[config.mk]
export PLATFORM = sky130hd
export DESIGN_NAME = extclk_freq_monitor
export DESIGN_NICKNAME = d
export VERILOG_FILES = /design/src/rtl/fm_pkg.sv /design/src/rtl/fm_sync.sv /design/src/rtl/fm_window.sv /design/src/rtl/fm_judge.sv /design/src/rtl/extclk_freq_monitor.sv
export SDC_FILE = /design/constraint.sdc
export NUM_CORES = 1
export LEC_CHECK = 0
export ABC_CLOCK_PERIOD_IN_PS = 6050
export CORE_MARGIN = 4
export CORE_UTILIZATION = 62
export DETAILED_ROUTE_END_ITERATION = 6
export DONT_BUFFER_PORTS = 1
export GPL_ROUTABILITY_DRIVEN = 0
export PLACE_DENSITY_LB_ADDON = 0.15
export SLEW_MARGIN = 20
export SYNTH_ARGS = -nofsm -noshare
export SYNTH_HDL_FRONTEND = slang
export SYNTH_SLANG_ARGS = --single-unit
[constraint.sdc]
create_clock -name clk -period 6.05 [get_ports clk]
set_clock_uncertainty 0.2 [all_clocks]
set_input_delay 0.605 -clock clk [delete_from_list [all_inputs] [get_ports clk]]
set_output_delay 0.605 -clock clk [all_outputs]
set_load 0.05 [all_outputs]
[src/rtl/fm_pkg.sv]
`timescale 1ns/1ps
package fm_pkg;

  // saturating add of a single-bit increment
  function automatic int unsigned sat_inc(int unsigned acc, logic inc, int unsigned cap);
    int unsigned nxt;
    nxt = acc + (inc ? 1 : 0);
    return (nxt > cap) ? cap : nxt;
  endfunction

  // true when a window total must be treated as a clock failure
  function automatic logic total_bad(int unsigned total, int unsigned lo, int unsigned hi);
    return (total == 0) || (total < lo) || (total > hi);
  endfunction

endpackage

[src/rtl/fm_sync.sv]
`timescale 1ns/1ps
module fm_sync (
  input  logic clk,
  input  logic rst_n,
  input  logic async_i,
  output logic rise_o
);
  logic meta_q, stab_q, last_q;

  always_ff @(posedge clk or negedge rst_n) begin
    if (!rst_n) begin
      meta_q <= 1'b0;
      stab_q <= 1'b0;
      last_q <= 1'b0;
    end else begin
      meta_q <= async_i;
      stab_q <= meta_q;
      last_q <= stab_q;
    end
  end

  assign rise_o = stab_q & ~last_q;

  // one pulse per synchronized rising transition
  a_r2_single_pulse: assert property (@(posedge clk) disable iff (!rst_n)
    rise_o |=> !rise_o);
endmodule

[src/rtl/fm_window.sv]
`timescale 1ns/1ps
module fm_window #(
  parameter int unsigned WIN_LEN = 1024
) (
  input  logic clk,
  input  logic rst_n,
  input  logic mon_en,
  input  logic tick,
  output logic win_end_o
);
  localparam int unsigned WW = (WIN_LEN > 1) ? $clog2(WIN_LEN) : 1;
  localparam logic [WW-1:0] LAST = WW'(WIN_LEN - 1);

  logic [WW-1:0] pos_q;

  always_ff @(posedge clk or negedge rst_n) begin
    if (!rst_n) begin
      pos_q <= '0;
    end else if (!mon_en) begin
      pos_q <= '0;
    end else if (tick) begin
      pos_q <= (pos_q == LAST) ? '0 : pos_q + 1'b1;
    end
  end

  assign win_end_o = mon_en & tick & (pos_q == LAST);

  // no tick, no advance
  a_r11_hold_without_tick: assert property (@(posedge clk) disable iff (!rst_n)
    (mon_en && !tick) |=> $stable(pos_q));
  // disabled monitor restarts the window
  a_r9_window_restart: assert property (@(posedge clk) disable iff (!rst_n)
    !mon_en |=> (pos_q == '0));
endmodule

[src/rtl/fm_judge.sv]
`timescale 1ns/1ps
module fm_judge #(
  parameter int unsigned CNT_W   = 10,
  parameter int unsigned CLR_WIN = 2
) (
  input  logic             clk,
  input  logic             rst_n,
  input  logic             mon_en,
  input  logic             rise,
  input  logic             win_end,
  input  logic [CNT_W-1:0] lim_lo,
  input  logic [CNT_W-1:0] lim_hi,
  output logic             fail_o
);
  localparam int unsigned CAP = (2 ** CNT_W) - 1;
  localparam int unsigned GW  = $clog2(CLR_WIN + 1);
  localparam logic [GW-1:0] GOOD_LAST = GW'(CLR_WIN - 1);

  logic [CNT_W-1:0] edges_q;
  logic [GW-1:0]    good_q;
  logic             fail_q;
  logic [CNT_W-1:0] total;
  logic             bad;

  assign total = CNT_W'(fm_pkg::sat_inc(32'(edges_q), rise, CAP));
  assign bad   = fm_pkg::total_bad(32'(total), 32'(lim_lo), 32'(lim_hi));

  always_ff @(posedge clk or negedge rst_n) begin
    if (!rst_n) begin
      edges_q <= '0;
      good_q  <= '0;
      fail_q  <= 1'b0;
    end else if (!mon_en) begin
      edges_q <= '0;
      good_q  <= '0;
      fail_q  <= 1'b0;
    end else if (win_end) begin
      edges_q <= '0;
      if (bad) begin
        fail_q <= 1'b1;
        good_q <= '0;
      end else if (fail_q) begin
        if (good_q == GOOD_LAST) begin
          fail_q <= 1'b0;
          good_q <= '0;
        end else begin
          good_q <= good_q + 1'b1;
        end
      end else begin
        good_q <= '0;
      end
    end else begin
      edges_q <= total;
    end
  end

  assign fail_o = fail_q;

  // failure is only ever raised when a window closes
  a_r3_raise_at_window_end: assert property (@(posedge clk) disable iff (!rst_n)
    $rose(fail_q) |-> $past(win_end));
  // recovery only on an in-range window end
  a_r7_clear_on_good_window: assert property (@(posedge clk) disable iff (!rst_n)
    ($fell(fail_q) && $past(mon_en)) |-> ($past(win_end) && !$past(bad)));
  // disabled monitor shows no failure
  a_r9_disabled_clear: assert property (@(posedge clk) disable iff (!rst_n)
    !mon_en |=> !fail_q);
  // a full count holds until the window closes
  a_r10_no_overflow: assert property (@(posedge clk) disable iff (!rst_n)
    (mon_en && !win_end && edges_q == CNT_W'(CAP)) |=> (edges_q == CNT_W'(CAP)));
endmodule

[src/rtl/extclk_freq_monitor.sv]
`timescale 1ns/1ps
module extclk_freq_monitor #(
  parameter int unsigned N_CH    = 4,
  parameter int unsigned WIN_LEN = 1024,
  parameter int unsigned CNT_W   = 10,
  parameter int unsigned CLR_WIN = 2
) (
  input  logic             clk,
  input  logic             rst_n,
  input  logic             ext_clk_i,
  input  logic             mon_en_i,
  input  logic             ref_tick_i,
  input  logic [CNT_W-1:0] cnt_min_i,
  input  logic [CNT_W-1:0] cnt_max_i,
  input  logic [N_CH-1:0]  pwm_drv_i,
  input  logic [N_CH-1:0]  chan_en_i,
  output logic             clk_fail_o,
  output logic [N_CH-1:0]  out_o
);
  logic ext_rise;
  logic win_end;
  logic fail;

  fm_sync u_sync (
    .clk     (clk),
    .rst_n   (rst_n),
    .async_i (ext_clk_i),
    .rise_o  (ext_rise)
  );

  fm_window #(.WIN_LEN(WIN_LEN)) u_window (
    .clk       (clk),
    .rst_n     (rst_n),
    .mon_en    (mon_en_i),
    .tick      (ref_tick_i),
    .win_end_o (win_end)
  );

  fm_judge #(.CNT_W(CNT_W), .CLR_WIN(CLR_WIN)) u_judge (
    .clk     (clk),
    .rst_n   (rst_n),
    .mon_en  (mon_en_i),
    .rise    (ext_rise),
    .win_end (win_end),
    .lim_lo  (cnt_min_i),
    .lim_hi  (cnt_max_i),
    .fail_o  (fail)
  );

  // per-channel fallback selection
  for (genvar g = 0; g < N_CH; g++) begin : g_chan
    assign out_o[g] = fail ? chan_en_i[g] : pwm_drv_i[g];
  end

  assign clk_fail_o = fail;

  // nothing is flagged straight out of reset
  a_r1_reset_clear: assert property (@(posedge clk)
    $rose(rst_n) |-> !clk_fail_o);
endmodule

==> out/metrics.yaml <==
routedWlPerCell_um: 16.5
synth_common_cells: "dfrtp_1 (26), nand2_1 (23), ha_1 (22), inv_1 (21), o21ai_0 (18)"
cp.arrival_ns: 3.33
synth_most_common_cell: "dfrtp_1"
dpl_worst_slack_ns: 2.83
holdCritPathClass: "in -> reg"
htreeDepth: 1
dp_hpwl_um: 3300
crit_path_frequent_cell: "ha_1"
cts_buffer_depth: 2
syn_nets: 270
synthCells: 215
tns_ns: 0
ant_nets: 0
track_usage_pct: 22.0
cts-root-buf: "clkbuf_4"
grt_max_degree: 27
syn_area_mm2: 0.00187
dr.pass1.iters: 4
grt_pass1_vias: 1603
rsz0062_at_grt: "false"
reg2reg_to: "u_judge.fail_o$_DFFE_PN0P_"
clock_latency_ns: 0.32
routed_via_density: 6.43
nNetsFinal: 273
drt_iter0_markers: 79
status: "finished clean"
grt_first_pass_wirelength_um: 6980
hold_end: "u_sync.meta_q$_DFF_PN0_"
timing.rr.start: "u_sync.stab_q$_DFF_PN0_"
cp_top_family: "compound AO/OA/AOI/OAI gates"
synth_edf_count: 0
timing.slew.headroom_pct: 58.0
antenna_found_initial: 0
min_from: "ext_clk_i"
yosys.area.top_type: "dfrtp_1"
fmax_mhz: 306
crit_path_max_incr_delay_ns: 0.37
cts-buffers-inserted: 3
netlist.area_leader.share_pct: 34.8
dieArea_mm2: 0.00396
area_growth_pct: 4.21
crit_type: "reg -> reg"
drv_slew: 0
maxCapViolations: 0
coreArea_mm2: 0.00283
path_cells: "nor2b_1 -> ha_1 -> ha_1 -> nand3_2 -> nor2_1 -> mux2i_1 -> inv_1 -> ha_1 -> o21ai_0 -> o21ai_0 -> nor2_1 -> a211o_1 -> and3_1 -> o21ai_1"
clock-sinks: 26
fin_area_mm2: 0.00195
rrSetupSlack_ns: 2.78
worstHoldPathCells: 0
p_per_area_mw_per_mm2: 158
ys_types: 40
grt_overflow: 0
cellLeakagePower_nw: 0.990
ys_async_sr_fraction_pct: 100
yosys_register_bits: 26
initial_utilization_pct: 66.1
path_buf_inv: 1
crit_path_start_kind: "register"
via_count: 1594
ir_drop_mv: 0.116
required_ns: 6.11
num_rows: 19
fin_crit_ns: 3.27
setup_viol: 0
hold_viol: 0
cpMaxStageDelayCell: "dfrtp_1"
final.period_utilization_pct: 54.1
synthTopCellsByArea: "dfrtp_1 (35%), ha_1 (15%), o21ai_0 (4.8%)"
critPathMaxFanout: 8
syn_avg_cell_area_um2: 8.70
yosysSeqAreaShare_pct: 34.8
r2r_cells: 14
tritoncts: "yes"
pin_count: 38
fp.dieH_um: 62.9
wl_um: 4100
num_antenna_cells: 0
ys.flop_type: "dfrtp_1"
setup_ws_ns: 2.78
die_x_um: 62.9
remaining_drc_errors: 0
drive_above_1_share_pct: 6.91
dpl_cell_area_mm2: 0.00188
end_kind: "register"
yosysWarnings: 0
numPortBuffers: 0
tightestPinTransition_ns: 0.629
cts.clk_slew.worst_paths_ns: 0.14
[cells by family (layout without fill, tap and decap cells)]
kind of cell             after synthesis  in the layout  share of synthesized area [%]
adder cells (fa/ha/maj)               22             22                           14.7
AND/OR/NAND/NOR                       84             84                           23.2
buffers and inverters                 25             27                           5.62
AO/OA/AOI/OAI                         46             46                           15.3
XOR/XNOR                               6              6                           2.81
multiplexers                           6              6                           3.54
flip-flops                            26             26                           34.8
[report_power, final]
group          internal (mW)  switching [mW]
Combinational         0.0151          0.0262
Sequential             0.177         0.00242
Clock                 0.0368          0.0515
[registers in the layout, summed over array words and instances (netlist names)]
name and flops:
u_judge.edges_q 10, u_sync.last_q 1, u_window.pos_q 10, u_judge.fail_o 1, u_sync.meta_q 1, u_sync.stab_q 1
u_judge.good_q 2
[worst max path at each step]
stage / start / to / depth (start not counted)
2_1_floorplan: u_sync.last_q$_DFF_PN0_ / u_judge.fail_o$_DFFE_PN0P_ / 14
3_3_place_gp: u_sync.last_q$_DFF_PN0_ / u_judge.fail_o$_DFFE_PN0P_ / 14
3_5_place_dp: u_sync.last_q$_DFF_PN0_ / u_judge.fail_o$_DFFE_PN0P_ / 14
4_1_cts: u_sync.stab_q$_DFF_PN0_ / u_judge.fail_o$_DFFE_PN0P_ / 14
5_1_grt: u_sync.stab_q$_DFF_PN0_ / u_judge.fail_o$_DFFE_PN0P_ / 14
6_report: u_sync.stab_q$_DFF_PN0_ / u_judge.fail_o$_DFFE_PN0P_ / 14
[per-layer routing]
metal / vias to the layer above / GRT usage [%] / routed length, um
met3: 8 / 5.58 / 240
met4: 0 / 6.61 / 80
met2: 59 / 36.2 / 1840
li1: 775 / - / -
met1: 752 / 28.1 / 1940
met5: - / 0 / 0
[through the flow]
step / std cells / hold WS, ns / utilization, % / power (mW)
5_1_grt: 248 / 0.0551 / 68.9 / 0.326
3_3_place_gp: 242 / 0.110 / 66.6 / 0.216
6_report: 248 / 0.0944 / 68.9 / 0.309
2_1_floorplan: 215 / 0.109 / - / 0.211
3_5_place_dp: 242 / 0.110 / 66.6 / 0.218
4_1_cts: 248 / 0.0814 / 68.9 / 0.311
[worst reg2reg max path, delay by kind of cell (launching register included)]
kind	cells	cell delay (ns)
fa+ha+maj	3	0.75
buf+inv	1	0.12
simple gates	5	0.72
flops	1	0.37
mux	1	0.31
compound gates	4	0.76
[area by class of cell]
type | instances | area (um2)
well taps | 31 | 38.8
fillers | 238 | 880
multi-input cells | 164 | 1110
flip-flops and latches | 26 | 651
clock buffers | 4 | 36.3
repair buffers | 2 | 30.0
inverters | 21 | 78.8
[cell usage in the layout (no fill, tap or decap), types with 3 or more instances in the layout]
master and n:
a21oi_1 10, a31oi_1 4, and2_1 3, and3_1 7
and4_1 4, clkbuf_4 3, dfrtp_1 26, ha_1 22
inv_1 21, mux2_2 5, nand2_1 23, nand3_1 11
nand4_1 7, nor2_1 14, nor2b_1 5, nor3_1 4
o21a_1 3, o21ai_0 18, xnor2_1 5
[timing repair]
item / 4_1_cts / 5_1_grt
endpoints found under the hold margin: 26 / 0
buffers inserted: 0 / 0
endpoints found under the setup margin: 0 / 0
gates resized for setup: 0 / 0
hold buffers: 2 / 0
Power figures use the tool's default switching activity.
